$ cat config.mk
export PLATFORM = sky130hd
export DESIGN_NAME = modclk_seq
export DESIGN_NICKNAME = d
export VERILOG_FILES = /design/src/rtl/modclk_pkg.sv /design/src/rtl/modclk_status_dec.sv /design/src/rtl/modclk_rmw.sv /design/src/rtl/modclk_timer.sv /design/src/rtl/modclk_seq.sv
export SDC_FILE = /design/constraint.sdc
export NUM_CORES = 1
export LEC_CHECK = 0
export BUFFER_PORTS_ARGS = -buffer_cell sky130_fd_sc_hd__buf_4
export CELL_PAD_IN_SITES_DETAIL_PLACEMENT = 1
export CELL_PAD_IN_SITES_GLOBAL_PLACEMENT = 1
export CORE_UTILIZATION = 34
export DETAILED_ROUTE_END_ITERATION = 12
export PLACE_DENSITY_LB_ADDON = 0.05
export SLEW_MARGIN = 20
export SYNTH_ARGS = -nofsm -noshare
export SYNTH_HDL_FRONTEND = slang
export SYNTH_HIERARCHICAL = 1
export SYNTH_SLANG_ARGS = --single-unit
$ cat constraint.sdc
create_clock -name clk -period 2.8 [get_ports clk]
set_clock_uncertainty 0.1 [all_clocks]
set_input_delay 0.14 -clock clk [delete_from_list [all_inputs] [get_ports clk]]
set_output_delay 0.14 -clock clk [all_outputs]
set_load 0.1 [all_outputs]
$ cat src/rtl/modclk_pkg.sv
// Shared definitions for the module clock sequencer.
// Assumes the mode field sits at bits [1:0] and idle status at [17:16].
package modclk_pkg;
    typedef enum logic [2:0] {
        S_IDLE,
        S_DOM,
        S_RD,
        S_WR,
        S_POLL,
        S_REL,
        S_DONE
    } seq_state_t;

    localparam int MODE_W     = 2;
    localparam int STAT_LSB   = 16;
    localparam int STAT_W     = 2;
    localparam logic [1:0] ST_FUNC  = 2'd0;
    localparam logic [1:0] ST_IFIDL = 2'd2;
    localparam logic [1:0] ST_OFF   = 2'd3;
endpackage

$ cat src/rtl/modclk_status_dec.sv
// Decodes the idle-status field of a control register word.
// Assumes the field position given in modclk_pkg; purely combinational.
module modclk_status_dec
    import modclk_pkg::*;
#(
    parameter int DATA_W = 32
) (
    input  logic [DATA_W-1:0] word,
    output logic              is_ready,
    output logic              is_off
);
    logic [STAT_W-1:0] st;

    // Extract the field and classify it.
    always_comb begin
        st       = word[STAT_LSB +: STAT_W];
        is_ready = (st == ST_FUNC) || (st == ST_IFIDL);
        is_off   = (st == ST_OFF);
    end
endmodule

$ cat src/rtl/modclk_rmw.sv
// Merge step of the read-modify-write: replaces the mode field of the
// read word with the new value (or zero) and keeps every other bit.
module modclk_rmw
    import modclk_pkg::*;
#(
    parameter int DATA_W = 32
) (
    input  logic [DATA_W-1:0] old_word,
    input  logic [MODE_W-1:0] mode,
    input  logic              set_mode,
    output logic [DATA_W-1:0] new_word
);
    // Keep upper bits, place mode or zero in the low field.
    always_comb begin
        new_word = old_word;
        new_word[MODE_W-1:0] = set_mode ? mode : '0;
    end
endmodule

$ cat src/rtl/modclk_timer.sv
// Poll timeout timer. A prescaler divides the clock to microsecond ticks;
// a saturating counter of ticks is compared to the enable or disable limit.
// Assumes run stays high for the whole poll and drops between sequences.
module modclk_timer #(
    parameter int CYC_PER_US = 100,
    parameter int EN_TMO_US  = 2000,
    parameter int DIS_TMO_US = 5000
) (
    input  logic clk,
    input  logic rst_n,
    input  logic run,
    input  logic sel_en,
    output logic expired
);
    localparam int MAX_US = (EN_TMO_US > DIS_TMO_US) ? EN_TMO_US : DIS_TMO_US;
    localparam int UW     = $clog2(MAX_US + 1);
    localparam int PW     = (CYC_PER_US > 1) ? $clog2(CYC_PER_US) : 1;
    localparam logic [PW-1:0] PRE_LAST = PW'(CYC_PER_US - 1);

    logic [PW-1:0] pre;
    logic [UW-1:0] us_cnt;
    logic [UW-1:0] limit;

    // Pick the limit for the running direction.
    always_comb limit = sel_en ? UW'(EN_TMO_US) : UW'(DIS_TMO_US);

    // Count microseconds while running; clear otherwise.
    always_ff @(posedge clk) begin
        if (!rst_n || !run) begin
            pre    <= '0;
            us_cnt <= '0;
        end else if (pre == PRE_LAST) begin
            pre <= '0;
            if (us_cnt < limit) us_cnt <= us_cnt + 1'b1;
        end else begin
            pre <= pre + 1'b1;
        end
    end

    // Limit reached.
    always_comb expired = run && (us_cnt >= limit);
endmodule

$ cat src/rtl/modclk_seq.sv
// Module clock enable/disable sequencer (top).
// Enable: domain request -> read -> write mode -> poll ready -> done.
// Disable: read -> clear mode -> poll off -> release domain -> done.
// Assumes cfg_* inputs are stable while a sequence runs.
module modclk_seq
    import modclk_pkg::*;
#(
    parameter int DATA_W     = 32,
    parameter int CYC_PER_US = 100,
    parameter int EN_TMO_US  = 2000,
    parameter int DIS_TMO_US = 5000
) (
    input  logic              clk,
    input  logic              rst_n,
    input  logic              req_en,
    input  logic              req_dis,
    input  logic [1:0]        cfg_mode,
    input  logic              cfg_no_status,
    output logic              dom_req,
    input  logic              dom_grant,
    input  logic              dom_fail,
    output logic              dom_rel,
    output logic              reg_req,
    output logic              reg_we,
    output logic [DATA_W-1:0] reg_wdata,
    input  logic [DATA_W-1:0] reg_rdata,
    input  logic              reg_ack,
    output logic              done,
    output logic              err,
    output logic              is_enabled
);
    seq_state_t        state;
    logic              op_en;
    logic              err_q;
    logic [DATA_W-1:0] wr_val;
    logic [DATA_W-1:0] merged;
    logic [DATA_W-1:0] shadow;
    logic              st_ready;
    logic              st_off;
    logic              tmo;
    logic              poll_ok;
    seq_state_t        after_wait;

    modclk_rmw #(.DATA_W(DATA_W)) u_rmw (
        .old_word (reg_rdata),
        .mode     (cfg_mode),
        .set_mode (op_en),
        .new_word (merged)
    );

    modclk_status_dec #(.DATA_W(DATA_W)) u_dec (
        .word     (reg_rdata),
        .is_ready (st_ready),
        .is_off   (st_off)
    );

    modclk_timer #(
        .CYC_PER_US (CYC_PER_US),
        .EN_TMO_US  (EN_TMO_US),
        .DIS_TMO_US (DIS_TMO_US)
    ) u_tmr (
        .clk     (clk),
        .rst_n   (rst_n),
        .run     (state == S_POLL),
        .sel_en  (op_en),
        .expired (tmo)
    );

    // Status wanted by the current direction, and where waits end.
    always_comb begin
        poll_ok    = op_en ? st_ready : st_off;
        after_wait = op_en ? S_DONE : S_REL;
    end

    // Sequence state machine.
    always_ff @(posedge clk) begin
        if (!rst_n) begin
            state  <= S_IDLE;
            op_en  <= 1'b0;
            err_q  <= 1'b0;
            wr_val <= '0;
        end else begin
            case (state)
                S_IDLE: begin
                    err_q <= 1'b0;
                    if (req_en || req_dis) begin
                        op_en <= req_en;
                        if (cfg_mode == 2'd0) state <= S_DONE;
                        else if (req_en)      state <= S_DOM;
                        else                  state <= S_RD;
                    end
                end
                S_DOM: begin
                    if (dom_grant) begin
                        state <= S_RD;
                    end else if (dom_fail) begin
                        err_q <= 1'b1;
                        state <= S_DONE;
                    end
                end
                S_RD: begin
                    if (reg_ack) begin
                        wr_val <= merged;
                        state  <= S_WR;
                    end
                end
                S_WR: begin
                    if (reg_ack) state <= cfg_no_status ? after_wait : S_POLL;
                end
                S_POLL: begin
                    if (reg_ack) begin
                        if (poll_ok) begin
                            state <= after_wait;
                        end else if (tmo) begin
                            err_q <= 1'b1;
                            state <= after_wait;
                        end
                    end
                end
                S_REL:   state <= S_DONE;
                S_DONE:  state <= S_IDLE;
                default: state <= S_IDLE;
            endcase
        end
    end

    // Track the last register contents seen on the port.
    always_ff @(posedge clk) begin
        if (!rst_n)                  shadow <= '0;
        else if (reg_req && reg_ack) shadow <= reg_we ? reg_wdata : reg_rdata;
    end

    // Output decode.
    always_comb begin
        dom_req    = (state == S_DOM);
        dom_rel    = (state == S_REL);
        reg_req    = (state == S_RD) || (state == S_WR) || (state == S_POLL);
        reg_we     = (state == S_WR);
        reg_wdata  = wr_val;
        done       = (state == S_DONE);
        err        = (state == S_DONE) && err_q;
        is_enabled = |(shadow[1:0] & cfg_mode);
    end
endmodule

==> summary.txt, run 1 <==
Clocking
  • Num Clock Sinks: 59
  • Worst-path clk slew: 0.07 ns
  • Skew-Pair Late Insertion Delay: 0.34 ns
  • TritonCTS Buffers: 9
  • CTS tree: done
  • Clk buf depth: 2
  • H-tree levels: 3
  • Root Driver: clkbuf_8

Yosys
  • Mux contribution to synthesized area: 1.336%
  • Synth Area in Compound Gates: 16.87%
  • Synth Net Count: 425
  • Synth Area in Simple Gates: 26.01%
  • Synth area leader: dfxtp_1
  • Main synth FF type: dfxtp_1
  • Most frequent cell after synthesis: nand2_1
  • Xor and xnor area share after synthesis: 1.169%
  • Post-synth EDFFs: 0
  • Main area contributors after synthesis: dfxtp_1 39%, nand2_1 9.3%, a21oi_1 8.4%
  • Adder-Cell Fraction of Synth Area: 3.340%
  • Synth warnings: 6
  • Async SR Flop Fraction: 0%
  • Largest family of logic cells by synthesized area: simple AND/OR/NAND/NOR gates
  • Mapped Area: 2997 µm²
  • Top cell type's share of synthesized area: 39.42%
  • Top post-synthesis cells by count: 74 x nand2_1, 59 x dfxtp_1, 50 x a21oi_1
  • Mapped Cells: 375
  • Synth Area per Inst: 7.991 µm²
  • Seq/Total Area, Yosys: 39.42%
  • Yosys cell types: 49
  • Yosys reg bits: 59

Global routing
  • Largest net degree at the start of global routing: 39
  • Aggregate global routing overflow: 0
  • First-pass GRT wire length: 13310 µm
  • Vias in the first global route: 2780
  • Tot GR Track Use: 18.94%
  • Initial antenna violation count: 0

Routing
  • Vias: 2842
  • Drt via density: 5.004
  • Drt pass-1 iters: 4
  • DRT antenna net count: 0
  • Iteration-0 DRC Markers: 73
  • Wire per inst: 14.46 µm
  • Final wirelength: 8214 µm
  • # DRC: 0

Cells and area
  • Diodes inserted: 0
  • Final Util: 47.99%
  • Ratio of cells with drive above 1 in the final layout: 25.05%
  • Final net count: 509
  • Area taken by flip-flops and latches: 1181 µm²
  • Multi-input logic area: 1481 µm²
  • Filler cell count: 1039
  • Final Cell Area: 4023 µm²
  • Layout Cells excl Fill: 568
  • Synth-to-layout area growth: 34.24%

Power and ir drop
  • Pwr dens: 799.9 nW/µm²
  • Leak: 0.001616 µW
  • Maximum VDD drop: 0.0005922 V

Critical path
  • Worst EP arrival: 2.67 ns
  • Crit-path cells: inv_1 -> ha_1 -> nor2b_1 -> o31ai_2 -> o311ai_0 -> a211oi_1 -> nor2b_1 -> nor2b_1 -> a221oi_1 -> o31ai_2 -> o32ai_1
  • RR Endpoint: state[1]$_SDFFE_PN0P_
  • Crit Path Category: reg2reg
  • Startpoint Class: flop
  • Crit-path leading delay family: compound AO/OA/AOI/OAI gates
  • Slowest stage delay, CP: 0.33 ns
  • WP data required: 2.92 ns
  • CP endpoint kind: flop
  • CP max stage cell: dfxtp_1
  • Crit path max fanout: 4
  • R2R Setup Slk: 0.25 ns
  • CP most frequent cell: nor2b_1
  • RR Startpoint: op_en$_SDFFE_PN0P_
  • CP bufs+invs: 1
  • FF-to-FF path depth: 11

Place
  • Post-DP HPWL: 5505 µm
  • Port Buffer Count: 80
  • Placed inst area: 3501 µm²
  • Inst Count DP: 521
  • Placer Congestion: 0.7615

Min path
  • Hold Path Class: in2reg
  • HP Start: dom_grant
  • Hold endpoint: state[2]$_SDFFE_PN0P_
  • Hold path cells: 4

Floorplanning
  • Core area: 8382 µm²
  • Ports: 81
  • DIE AREA: 9193 µm²
  • Chip Height: 95.88 µm
  • Starting density of the core: 35.75%
  • DIE WIDTH: 95.88 µm
  • Row cnt: 33

STA
  • Final hold viol count: 0
  • Worst Max-Slew Pin Slew: 0.6630 ns
  • # setup viols final: 0
  • Min Tclk post-route: 2.552 ns
  • Peak Freq: 391.9 MHz
  • Relative slew margins: 55.40%
  • Max Slew Vio Count: 0
  • Post-route clock period utilization: 91.14%
  • Fin Hold WS: 0.05462 ns

Flow run
  • Max-Cap Viols: 0

Run status
  • Run status: finished clean
cells by family (layout without fill, tap and decap cells):
kind of cell / after synthesis / after routing
xor gates and xnor gates: 4 / 4
buffers and inverters: 60 / 148
muxes: 4 / 4
DFF: 59 / 59
AOI/OAI and AO/OA: 87 / 87
adders and majority gates: 8 / 8
and+or+nand+nor: 153 / 153
how the worst max path moves through the flow:
stage / slack (ns) / from / depth (start not counted) / endpoint
2_1_floorplan: 0.16 / state[1]$_SDFFE_PN0P_ / 4 / err
3_3_place_gp: 0.19 / op_en$_SDFFE_PN0P_ / 11 / state[1]$_SDFFE_PN0P_
3_5_place_dp: 0.11 / op_en$_SDFFE_PN0P_ / 11 / state[1]$_SDFFE_PN0P_
4_1_cts: 0.05 / op_en$_SDFFE_PN0P_ / 11 / state[1]$_SDFFE_PN0P_
5_1_grt: -0.03 / op_en$_SDFFE_PN0P_ / 11 / state[1]$_SDFFE_PN0P_
6_report: 0.25 / op_en$_SDFFE_PN0P_ / 11 / state[1]$_SDFFE_PN0P_
where the power goes:
group | internal [µW] | switching (µW) | total, µW
logic | 414 | 1050 | 1460
clock network | 427 | 345 | 772
registers | 935 | 47.9 | 983
placed cells by master (no fill, tap or decap), drive strengths merged, types with 2 or more instances in the layout:
cell / instances
a21oi: 51
nor3: 5
xor2: 3
nand4: 9
a211oi: 4
or4: 3
nand3: 7
inv: 11
nand3b: 5
dlygate4sd3: 32
ha: 8
and3: 6
nor2b: 5
clkbuf: 10
nor2: 13
clkinv: 4
and2: 6
mux2i: 4
dfxtp: 59
o31ai: 4
o21ai: 16
or3: 10
nand2b: 2
buf: 90
nor3b: 3
nand2: 74
registers in the layout, summed over array words and instances (netlist names):
| signal | cells |
|---|---|
| reg_wdata | 32 |
| u_tmr/us_cnt | 13 |
| u_tmr/pre | 7 |
| state | 3 |
| shadow | 2 |
| err_q | 1 |
| op_en | 1 |
metrics by stage:
stage                     power, µW   TNS, ns  setup WS (ns)
after floorplan                2128         0         0.1618
after global placement         2411         0         0.1887
after detailed placement       2431         0         0.1066
after CTS                      3250         0        0.05131
after global routing           3388  -0.02618       -0.02618
final                          3218         0         0.2482
what timing repair did:
item | CTS | global route
gates resized for setup | 0 | 2
setup endpoints to repair | 0 | 3
setup buffers | 0 | 0
hold buffers | 32 | 0
endpoints found under the hold margin | 32 | 0
metal layers:
layer | global-route usage [%] | routed length (µm)
met1 | 24.26 | 3805
met2 | 30.42 | 3986
met3 | 4.265 | 288
met4 | 8.333 | 133
met5 | 0 | 0
layout make-up:
cell class              instances  area share, %
multi-input cells             256          36.83
flip-flops and latches         59          29.36
repair buffers                122          24.76
clock buffers                  10          3.421
well taps                     105          3.266
clock inverters                 5          1.337
inverters                      11          1.026
tightest hold or removal path: stages:
cell	delay, ns
buf_4	0.10
nand3b_1	0.07
o21ai_0	0.08
o31ai_1	0.06
Note: power is estimated with default switching activity, not from simulation.
==> run 2, diff against run 1 <==
==> constraint.sdc (replaced) <==
create_clock -name clk -period 2.8 [get_ports clk]
set_clock_uncertainty 0.1 [all_clocks]
set_input_delay 0.56 -clock clk [delete_from_list [all_inputs] [get_ports clk]]
set_output_delay 0.56 -clock clk [all_outputs]
set_load 0.1 [all_outputs]
==> run 2 against run 1 <==
Against the previous run:
- final cell count decreased by 5.5%
- critical path depth decreased by 3
- die area unchanged
- global-route usage decreased by 1.7 points
- final area decreased by 7.7%
- via count decreased by 3.3%
- hold slack improved by 0.30 ns
- first-iteration DRC count increased by 8.2%
==> summary.txt, run 2 (synthesized netlist as in run 1, its figures left out) <==
Floorplanning
  • Row cnt: 33 (unchanged)
  • Chip Height: 95.88 µm (unchanged)
  • Ports: 81 (unchanged)
  • Core area: 8382 µm² (unchanged)
  • DIE WIDTH: 95.88 µm (unchanged)
  • DIE AREA: 9193 µm² (unchanged)
  • Starting density of the core: 35.75% (unchanged)

Clocking
  • CTS tree: done
  • Num Clock Sinks: 59 (unchanged)
  • Skew-Pair Late Insertion Delay: 0.33 ns (about the same)
  • Clk buf depth: 2 (unchanged)
  • H-tree levels: 3 (unchanged)
  • Worst-path clk slew: 0.07 ns (about the same)
  • TritonCTS Buffers: 9 (unchanged)
  • Root Driver: clkbuf_8
  • Hold buffers post-CTS: 0 (-100%)
  • Number of post-CTS setup repair buffers: 0 (unchanged)

Place
  • Post-DP HPWL: 5629 µm (+2.3%)
  • Port Buffer Count: 80 (unchanged)
  • Placer Congestion: 0.8254 (+8.4%)

Critical path
  • Worst EP arrival: 2.75 ns (+0.08 ns)
  • CP bufs+invs: 2 (+1)
  • Crit-path cells: inv_1 -> ha_1 -> nor2b_1 -> o31ai_2 -> a21boi_0 -> buf_4 -> or4_1 -> o21ai_0
  • Crit Path Category: reg2reg
  • CP max stage cell: or4_1
  • Crit path max fanout: 10 (+6)
  • R2R Setup Slk: 0.21 ns (-0.04 ns)
  • CP endpoint kind: flop
  • Startpoint Class: flop
  • Crit-path leading delay family: compound AO/OA/AOI/OAI gates
  • WP data required: 2.96 ns (+0.04 ns)
  • Slowest stage delay, CP: 0.45 ns (+0.12 ns)

Power and ir drop
  • Sequential Power Share: 31.5% (+0.9 points)
  • Maximum VDD drop: 0.0006649 V (+12%)
  • Leak: 0.001488 µW (-7.9%)
  • Clock Power Share: 24.2% (+0.2 points)
  • Switching power of the nets: 1425 µW (-1.1%)
  • Switch share: 44.90% (+0.090 points)
  • Pwr dens: 855.2 nW/µm² (+6.9%)
  • Internal power: 1749 µW (-1.5%)
  • Combinational Power Share: 44.3% (-1.2 points)

Cells and area
  • Final net count: 478 (-6.1%)
  • Multi-input logic area: 1484 µm² (+0.17%)
  • Synth-to-layout area growth: 23.88%
  • Diodes inserted: 0 (unchanged)
  • Commonest non-fill, non-tap cell in the layout: buf_4
  • Final Util: 44.29% (-3.7 points)
  • Area taken by flip-flops and latches: 1181 µm² (unchanged)
  • Max reg flops: 32 (unchanged)
  • Filler cell count: 1036 (-0.29%)
  • Most frequent cells in the layout: 91 x buf_4, 74 x nand2_1, 59 x dfxtp_1, 50 x a21oi_1, 15 x o21ai_0
  • Ratio of cells with drive above 1 in the final layout: 27.55% (+2.5 points)

Global routing
  • Vias in the first global route: 2528 (-9.1%)
  • Tot GR Track Use: 17.26% (-1.7 points)
  • Largest net degree at the start of global routing: 38 (-2.6%)
  • Initial antenna violation count: 0 (unchanged)
  • First-pass GRT wire length: 12140 µm (-8.8%)
  • Aggregate global routing overflow: 0 (unchanged)

Flow run
  • Max-Cap Viols: 0 (unchanged)

Routing
  • Met3 WL: 344 µm (+19%)
  • Final wirelength: 7933 µm (-3.4%)
  • Met2 wire length: 3845 µm (-3.5%)
  • Wire per inst: 14.77 µm (+2.2%)
  • Vias: 2747 (-3.3%)
  • Drt via density: 5.115 (+2.2%)
  • Drt pass-1 iters: 6 (+2)
  • Max Used Layer: met4
  • DRT antenna net count: 0 (unchanged)
  • Wl on met1: 3646 µm (-4.2%)
  • # DRC: 0 (unchanged)
  • Iteration-0 DRC Markers: 79 (+8.2%)

STA
  • Min Tclk post-route: 2.588 ns (+0.03577 ns)
  • Unrepaired setup endpoints after global routing: no
  • Relative slew margins: 27.95% (-27 points)
  • Worst Max-Slew Pin Slew: 1.071 ns (+0.4080 ns)
  • Peak Freq: 386.5 MHz (-1.4%)
  • # setup viols final: 0 (unchanged)
  • Max Slew Vio Count: 0 (unchanged)
  • Post-route clock period utilization: 92.41% (+1.3 points)
  • Final setup TNS: 0 ns (unchanged)
  • Final hold viol count: 0 (unchanged)

Min path
  • Hold Path Class: reg2reg

Run status
  • Run status: finished clean
==> run 2: cell count changes in the layout (fill, tap and decap cells not counted), sizes merged <==
cell         change
dlygate4sd3     -32
buf              +1
==> run 2: path summary, 6_finish.rpt <==
check                              from                            to  cells after the start
max                  op_en$_SDFFE_PN0P_  u_tmr/us_cnt[3]$_SDFFE_PP0P_                      8
min          reg_wdata[13]$_SDFFE_PN0P_    reg_wdata[13]$_SDFFE_PN0P_                      2
max reg2reg          op_en$_SDFFE_PN0P_  u_tmr/us_cnt[3]$_SDFFE_PP0P_                      8
min reg2reg  reg_wdata[13]$_SDFFE_PN0P_    reg_wdata[13]$_SDFFE_PN0P_                      2
==> run 2: power by group through the flow <==
stage                     sequential, µW  clock [µW]  combinational (µW)
final                               1000         767                1410
after global routing                1010         831                1500
after CTS                           1000         794                1420
after detailed placement            1020           0                1410
after global placement              1010           0                1390
after floorplan                     1420           0                 712
==> run 2: area by class of cell <==
| cell class | count | share of cell area, % |
|---|---|---|
| Tap cell | 105 | 3.539 |
| Clock buffer | 10 | 3.707 |
| Timing Repair Buffer | 91 | 18.40 |
| Clock inverter | 5 | 1.449 |
| Inverter | 11 | 1.112 |
| Sequential cell | 59 | 31.82 |
| Multi-Input combinational cell | 256 | 39.97 |
==> run 2: timing repair <==
action	4_1_cts	5_1_grt
endpoints found under the hold margin	0	0
setup endpoints to repair	1	4
gates resized for setup	1	2
pin swaps	0	4
==> run 2: through the flow <==
stage | hold WS (ns) | area [µm²] | std cells | setup WS (ns) | power, µW
6_report | 0.3575 | 3712 | 537 | 0.2124 | 3175
5_1_grt | 0.3606 | 3712 | 537 | 0.01272 | 3339
4_1_cts | 0.3563 | 3707 | 537 | 0.08709 | 3213
3_5_place_dp | 0.3505 | 3511 | 522 | 0.08206 | 2429
3_3_place_gp | 0.3406 | 3511 | 522 | 0.1731 | 2407
2_1_floorplan | 0.3302 | 3004 | 375 | 0.2223 | 2128
==> run 2: layer usage <==
layer / global-route usage (%) / vias up
met2: 27.92 / 60
met3: 3.712 / 10
met4: 7.338 / 0
met1: 22.15 / 1308
li1: - / 1369
met5: 0 / -
==> run 2: worst register-to-register path, stage by stage, from the launching register on <==
cell and delay, ns:
dfxtp_1 0.33, inv_1 0.09, ha_1 0.31, nor2b_1 0.14, o31ai_2 0.30, a21boi_0 0.41, buf_4 0.30, or4_1 0.45
o21ai_0 0.08
==> run 3, diff against run 2 <==
RECOVER_POWER = 100   (was not set)
==> run 3 against run 2 <==
Against the previous run:
- core utilization is 2.2 points lower
- final area is 4.9% lower
- clock-buffer cell count unchanged
- wire length about the same
- final cell count stayed put
- critical path depth is 4 lower
- fmax fell by 1.0%
==> summary.txt, run 3 (synthesized netlist as in run 1, its figures left out) <==
STA
  • Peak Freq: 382.6 MHz (-1.0%)
  • Post-route clock period utilization: 93.36% (+0.94 points)
  • Max Slew Vio Count: 0 (unchanged)
  • Worst Slack Setup Final: 0.1860 ns (-0.02640 ns)
  • Relative slew margins: 4.946% (-23 points)
  • Final hold viol count: 0 (unchanged)
  • Final setup TNS: 0 ns (unchanged)
  • # setup viols final: 0 (unchanged)
  • Unrepaired setup endpoints after global routing: no
  • Min Tclk post-route: 2.614 ns (+0.02640 ns)
  • Worst Max-Slew Pin Slew: 1.426 ns (+0.3547 ns)

Clocking
  • Clk buf depth: 2 (unchanged)
  • CTS tree: done
  • Num Clock Sinks: 59 (unchanged)
  • Root Driver: clkbuf_8
  • Skew-Pair Late Insertion Delay: 0.33 ns (about the same)
  • Worst-path clk slew: 0.07 ns (about the same)
  • TritonCTS Buffers: 9 (unchanged)
  • H-tree levels: 3 (unchanged)

Routing
  • Wire per inst: 14.76 µm (about the same)
  • Met3 WL: 325 µm (-5.5%)
  • Drt pass-1 iters: 5 (-1)
  • # DRC: 0 (unchanged)
  • DRT antenna net count: 0 (unchanged)
  • Met2 wire length: 3845 µm (unchanged)
  • Vias: 2738 (-0.33%)
  • Max Used Layer: met4
  • Wl on met1: 3679 µm (+0.91%)
  • Iteration-0 DRC Markers: 75 (-5.1%)
  • Drt via density: 5.099 (-0.33%)
  • Final wirelength: 7926 µm (about the same)

Global routing
  • Aggregate global routing overflow: 0 (unchanged)
  • Tot GR Track Use: 17.26% (unchanged)
  • Vias in the first global route: 2528 (unchanged)
  • Largest net degree at the start of global routing: 38 (unchanged)
  • First-pass GRT wire length: 12140 µm (unchanged)
  • Initial antenna violation count: 0 (unchanged)

Place
  • Post-DP HPWL: 5629 µm (unchanged)
  • Placed inst area: 3511 µm² (unchanged)
  • Port Buffer Count: 80 (unchanged)
  • Place WS: 0.08206 ns (unchanged)
  • Placer Congestion: 0.8254 (unchanged)
  • Inst Count DP: 522 (unchanged)

Cells and area
  • Most frequent cells in the layout: 74 x nand2_1, 59 x dfxtp_1, 51 x a21oi_1, 48 x buf_4, 36 x clkbuf_1
  • Final net count: 478 (unchanged)
  • Synth-to-layout area growth: 17.83%
  • Ratio of cells with drive above 1 in the final layout: 18.06% (-9.5 points)
  • Layout Cells excl Fill: 537 (unchanged)
  • Max reg flops: 32 (unchanged)
  • Commonest non-fill, non-tap cell in the layout: nand2_1
  • Diodes inserted: 0 (unchanged)
  • Final Cell Area: 3531 µm² (-4.9%)

Critical path
  • Crit-path leading delay family: buffers and inverters
  • Crit path max fanout: 10 (unchanged)
  • Crit-path cells: clkbuf_1 -> and3b_2 -> and2_2 -> clkbuf_4
  • WP data required: 2.14 ns (-0.82 ns)
  • CP max stage cell: dfxtp_1
  • Slowest stage delay, CP: 0.52 ns (+0.07 ns)
  • CP endpoint kind: output pin
  • CP bufs+invs: 2 (unchanged)
  • Worst EP arrival: 1.95 ns (-0.80 ns)
  • Startpoint Class: flop
  • Crit Path Category: reg2out

Flow run
  • Max-Cap Viols: 0 (unchanged)

Floorplanning
  • Starting density of the core: 35.75% (unchanged)
  • Row cnt: 33 (unchanged)
  • Core area: 8382 µm² (unchanged)
  • Chip Height: 95.88 µm (unchanged)
  • DIE WIDTH: 95.88 µm (unchanged)
  • Ports: 81 (unchanged)
  • DIE AREA: 9193 µm² (unchanged)

Run status
  • Run status: finished clean

Power and ir drop
  • Combinational Power Share: 42.6% (-1.7 points)
  • Leak: 0.001324 µW (-11%)
  • Maximum VDD drop: 0.0006224 V (-6.4%)
  • Sequential Power Share: 32.4% (+0.9 points)
  • Switch share: 45.98% (+1.1 points)
  • Internal power: 1657 µW (-5.3%)
  • Switching power of the nets: 1411 µW (-1.0%)
  • Pwr dens: 868.9 nW/µm² (+1.6%)
  • Clock Power Share: 25.0% (+0.8 points)

Min path
  • Hold Path Class: reg2reg
==> run 3: worst paths after layout <==
check | startpoint | endpoint | slack, ns | depth (start not counted)
max | state[1]$_SDFFE_PN0P_ | err | 0.19 | 4
max reg2reg | op_en$_SDFFE_PN0P_ | u_tmr/us_cnt[7]$_SDFFE_PP0P_ | 0.20 | 7
min | reg_wdata[13]$_SDFFE_PN0P_ | reg_wdata[13]$_SDFFE_PN0P_ | 0.36 | 2
min reg2reg | reg_wdata[13]$_SDFFE_PN0P_ | reg_wdata[13]$_SDFFE_PN0P_ | 0.36 | 2
==> run 3: final cells by class <==
cell class | instances | area, µm²
sequential | 59 | 1181
inverter | 11 | 41.29
tap | 105 | 131.4
timing repair buffer | 91 | 533.0
fill | 1058 | 4851
multi-input combinational | 256 | 1453
clock buffer | 10 | 137.6
clock inverter | 5 | 53.80
==> run 3: metal layers <==
layer / vias to the layer above / track usage (%)
li1: 1370 / -
met1: 1299 / 22.15
met2: 63 / 27.92
met3: 6 / 3.712
met4: 0 / 7.338
met5: - / 0
==> run 3: repair_timing <==
item	CTS	global route
pin swaps	0	4
hold buffers	0	0
buffers inserted	0	0
endpoints found under the setup margin	1	4
resized for setup	1	2
==> run 3: stage by stage <==
stage          hold WS, ns  utilization [%]  total power, µW
3_5_place_dp        0.3505            41.89             2429
4_1_cts             0.3563            44.23             3213
5_1_grt             0.3606            42.13             3235
3_3_place_gp        0.3406            41.89             2407
2_1_floorplan       0.3302                -             2128
6_report            0.3567            42.13             3068
==> run 3: tightest hold or removal path, cell delays in order, from the launching register on <==
cell and delay (ns):
dfxtp_1 0.31, nand2_1 0.05, a21oi_1 0.05
==> run 3: power groups by stage <==
stage	logic (µW)	clock network, µW	registers [µW]
final	1310	766	995
after global routing	1400	831	1010
after CTS	1420	794	1000
after detailed placement	1410	0	1020
after global placement	1390	0	1010
after floorplan	712	0	1420
